$ cat config.mk
export PLATFORM = sky130hd
export DESIGN_NAME = dbg_seq_bank
export DESIGN_NICKNAME = d
export VERILOG_FILES = /design/src/rtl/dbg_seq_bank.sv
export SDC_FILE = /design/constraint.sdc
export NUM_CORES = 1
export LEC_CHECK = 0
export BUFFER_PORTS_ARGS = -buffer_cell sky130_fd_sc_hd__buf_2
export CAP_MARGIN = 20
export CORE_MARGIN = 1
export CORE_UTILIZATION = 49
export CTS_BUF_LIST = sky130_fd_sc_hd__clkbuf_8 sky130_fd_sc_hd__clkbuf_16
export DETAILED_ROUTE_END_ITERATION = 10
export PLACE_DENSITY_LB_ADDON = 0.2
export SLEW_MARGIN = 0
export SYNTH_ARGS = -nofsm -noshare
export SYNTH_HDL_FRONTEND = slang
export SYNTH_SLANG_ARGS = --single-unit
$ cat constraint.sdc
create_clock -name clk -period 1.7 [get_ports clk]
set_input_delay 0.17 -clock clk [delete_from_list [all_inputs] [get_ports clk]]
set_output_delay 0.17 -clock clk [all_outputs]
set_load 0.02 [all_outputs]
$ cat src/rtl/dbg_seq_bank.sv
module dbg_seq_bank #(
  parameter int AW = 8,
  parameter logic [AW-1:0] SEQ_ADDR = 'h14
) (
  input  logic          clk,
  input  logic          rst_n,
  input  logic [AW-1:0] bus_addr,
  input  logic          bus_we,
  input  logic [7:0]    bus_wdata,
  output logic [7:0]    bus_rdata,
  input  logic [1:0]    bank_sel,
  input  logic          armed,
  input  logic [1:0]    hit,
  output logic [1:0]    seq_state,
  output logic          final_pulse
);

  logic [3:0] ctl_q [3];
  logic [1:0] st_q;
  logic [1:0] flag_q;
  logic       armed_q;
  logic       fin_q;
  logic [3:0] cur_ctl;
  logic       fire;

  wire sel    = (bus_addr == SEQ_ADDR);
  wire wr_ok  = bus_we && sel && (bank_sel != 2'b11) && !armed;
  wire step   = armed && armed_q && (st_q != 2'd0) && fire;
  wire unused_hi = &{1'b0, bus_wdata[7:4]};

  always_comb begin
    case (st_q)
      2'd1:    cur_ctl = ctl_q[0];
      2'd2:    cur_ctl = ctl_q[1];
      2'd3:    cur_ctl = ctl_q[2];
      default: cur_ctl = 4'h0;
    endcase
  end

  always_comb begin
    case (cur_ctl[3:2])
      2'b01:   fire = hit[0];
      2'b10:   fire = hit[1];
      2'b11:   fire = |hit;
      default: fire = 1'b0;
    endcase
  end

  always_ff @(posedge clk or negedge rst_n) begin
    if (!rst_n) begin
      ctl_q[0] <= '0;
      ctl_q[1] <= '0;
      ctl_q[2] <= '0;
      st_q     <= '0;
      flag_q   <= '0;
      armed_q  <= 1'b0;
      fin_q    <= 1'b0;
    end else begin
      armed_q <= armed;
      fin_q   <= 1'b0;
      if (wr_ok) begin
        case (bank_sel)
          2'd0:    ctl_q[0] <= bus_wdata[3:0];
          2'd1:    ctl_q[1] <= bus_wdata[3:0];
          default: ctl_q[2] <= bus_wdata[3:0];
        endcase
      end
      if (!armed) begin
        st_q <= 2'd0;
      end else if (!armed_q) begin
        st_q   <= 2'd1;
        flag_q <= '0;
      end else if (step) begin
        st_q   <= cur_ctl[1:0];
        flag_q <= hit;
        fin_q  <= (cur_ctl[1:0] == 2'd0);
      end
    end
  end

  always_comb begin
    bus_rdata = 8'h00;
    if (sel) begin
      case (bank_sel)
        2'd0:    bus_rdata = {4'h0, ctl_q[0]};
        2'd1:    bus_rdata = {4'h0, ctl_q[1]};
        2'd2:    bus_rdata = {4'h0, ctl_q[2]};
        default: bus_rdata = {6'h00, flag_q};
      endcase
    end
  end

  assign seq_state   = st_q;
  assign final_pulse = fin_q;

endmodule

==> impl_results.md <==
* Critical path data required time at 1.53 ns
* CTS buffer count at 3
* Largest net degree at the start of global routing at 19
* 1st-iter DRT viols at 30
* Hold Crit Class: in2reg
* Synth area leader: dfrtp_1
* Drt wl/cell at 14.73 um
* Outcome: completed
* Core box area at 1982 um2
* RSZ-0062 raised after global routing: no
* I/O pins at 35
* Critical setup path kind: reg2out
* Die Height at 48.18 um
* Vias per cell at 5.521
* Xor/xnor cell area share of the yosys netlist at 0%
* Synth async-reset ratio at 100.0%
* R2R Setup Slk at 0.19 ns
* Internal power at 627.2 uW
* GR Util All Layers at 20.19%
* R2r startpoint: ctl_q[2]
* Multi-input logic area at 555.5 um2
* Post-synthesis cell area at 1045 um2
* Share of power burned in registers at 54.2%
* Syn-to-layout area delta at 20.12%
* Power per cell area at 647.3 nW/um2
* Complex-gate fraction of the synthesized area at 11.02%
* Post-Synth Adder-Cell Area at 0%
* Final setup violating endpoints at 0
* DRC Markers at 0
* Final Critical Period at 1.628 ns
* Leakage power at 0.0006312 uW
* Instance area at placement at 1196 um2
* H-tree Lvls at 1
* Syn Area/Cell at 11.74 um2
* Sw Ratio at 22.79%
* Worst-path clk slew at 0.06 ns
* Initial Util at 52.71%
* CTS tree: yes
* Post-synthesis sequential area ratio at 43.11%
* Cts repair resizes at 0
* Vias in the first global route at 712
* First-pass GRT wire length at 3.153 mm
* CP endpoint kind: output port
* Synthesis-stage register bit count at 18
* Longest Clk Path Bufs at 2
* Combinational Power Share at 10.6%
* Root buffer cell: clkbuf_8
* Initial antenna violation count at 0
* NetSw at 185.1 uW
* DR pass1 iterations at 4
* R2R Path End: final_pulse
* Hpwl dp at 1.636 mm
* Final setup TNS at 0 ns
* Row count at 16
* Post-synthesis cell count at 89
* Clock power share at 35.1%
* Max Cap Viol at 0
* Reg area at 450.4 um2
* CTS sink cnt at 18
* Fin. Hold Viols at 0
* Fraction of the mapped netlist area in simple logic gates at 18.20%
* Hold Crit Depth at 1
* Synth top area share at 43.11%
* Min-delay src: armed
* Cells on worst reg2reg path at 4
* Port Buffers at 26
* Final Net Count at 145
* VDD IR max at 636.6 uV
* Filler cells at 160
* Post-route ant nets at 0
* Synth area leaders: dfrtp_1, mux2_2, mux2_4
* Fin. max-slew vios at 0
* ANT cells at 0
* Clock Skews at 0.002321 ns
* Mux share of post-synthesis cell area at 22.51%
* Synth warn at 0
* Worst Setup Start Kind: flop
* Routability cong. at 0.8056
* Die Area at 2321 um2
* Detailed Route WL at 2.150 mm
* Peak Freq at 0.6143 GHz
* Fin crit share at 95.75%
* Ratio of cells with drive above 1 in the final layout at 43.70%
* Worst Hold Path EP: armed_q
* Via count at 806
* Total congestion overflow at 0
* Largest family of logic cells by synthesized area: multiplexers
* Clk Latency, worst-skew pair at 0.25 ns
* Critical path arrival at 1.46 ns
* Final instance area at 1255 um2
* Total chip power at 812.3 uW
* Unique masters post-synth at 32
* Ys flop type: dfrtp_1
* Number of synthesized flops with an enable pin at 0
* Die extent in x at 48.18 um
* Max FO, Critical Path at 3
-- power groups by stage --
stage                     combinational (uW)  clock [uW]  sequential, uW
after global routing                    96.3         307             441
final                                   86.5         285             441
after global placement                  81.5           0             448
after detailed placement                84.8           0             448
after floorplan                         42.3           0             449
after CTS                               86.9         290             440
-- critical path, cell delays in order, from the launching register on --
cell and delay, ns:
dfrtp_1 0.41, mux4_2 0.47, and3_1 0.19, buf_2 0.15
-- worst max path at each step --
stage / slack, ns / cells after the start / to / startpoint
after detailed placement: -0.03 / 5 / ctl_q[2] / bus_addr[1]
final: 0.07 / 3 / bus_rdata[0] / flag_q[0]
after CTS: 0.07 / 3 / bus_rdata[0] / flag_q[0]
after global placement: 0.02 / 5 / ctl_q[1] / bus_addr[1]
after global routing: 0.03 / 3 / bus_rdata[1] / flag_q[1]
after floorplan: 0.12 / 5 / seq_state[0] / seq_state[1]
-- registers in the layout, summed over array words and instances, names as in the netlist --
register,count
seq_state,2
armed_q,1
ctl_q,12
flag_q,2
final_pulse,1
-- per-stage QoR --
step | setup WS, ns | utilization, % | hold WS (ns) | cells
after floorplan | 0.1236 | - | -0.1256 | 92
after global placement | 0.01906 | 60.35 | 0.1075 | 141
after detailed placement | -0.03139 | 60.35 | 0.1125 | 141
after CTS | 0.06653 | 62.94 | 0.05056 | 145
after global routing | 0.02999 | 63.32 | 0.05078 | 146
final | 0.07222 | 63.32 | 0.05630 | 146
-- layout by cell type, fill, tap and decap left out, types with 2 or more instances in the layout --
| cell | n |
|---|---|
| nor2b_1 | 2 |
| and3_1 | 2 |
| inv_1 | 3 |
| nor2_1 | 6 |
| a32oi_1 | 2 |
| o211ai_1 | 2 |
| buf_4 | 3 |
| mux4_2 | 2 |
| mux2_2 | 8 |
| a21oi_1 | 3 |
| mux2i_1 | 4 |
| clkbuf_8 | 3 |
| mux2_4 | 4 |
| dfrtp_1 | 18 |
| nand2_1 | 5 |
| o21ai_0 | 2 |
| conb_1 | 4 |
| nor4b_4 | 2 |
| or3b_4 | 2 |
| nand3_1 | 4 |
| buf_2 | 26 |
-- cells in the mapped netlist, types with 3 or more instances --
cell type,instances
buf_4,4
a21oi_1,3
dfrtp_1,18
nand2_1,5
mux2i_1,4
nor2_1,6
mux2_2,8
mux2_4,4
nand3_1,4
inv_1,3
-- layer usage --
metal  wire [um]  share of wire [%]  vias to the layer above  global-route usage (%)
li1            -                  -                      387                       -
met1        1020                 47                      383                   27.85
met2        1021                 47                       34                   33.33
met3          97                4.5                        2                   3.333
met4          10               0.47                        0                   5.000
met5           0                  0                        -                       0
-- cells by family after synthesis --
kind of cell | count (synthesis)
AOI/OAI and AO/OA | 15
muxes | 18
buffers and inverters | 9
and+or+nand+nor | 28
other | 1
DFF | 18
-- cell type report --
class | instances | share of cell area [%]
Clock buffer | 3 | 3.290
Sequential cell | 18 | 35.89
Tap cell | 27 | 2.692
Timing Repair Buffer | 30 | 12.96
Multi-Input combinational cell | 65 | 44.27
Inverter | 3 | 0.8973
-- timing repair --
action                                  CTS  global route
endpoints found under the hold margin    18             0
endpoints found under the setup margin    0             1
buffers inserted                          0             1
hold buffers                              1             0
Power figures use the tool's default switching activity.
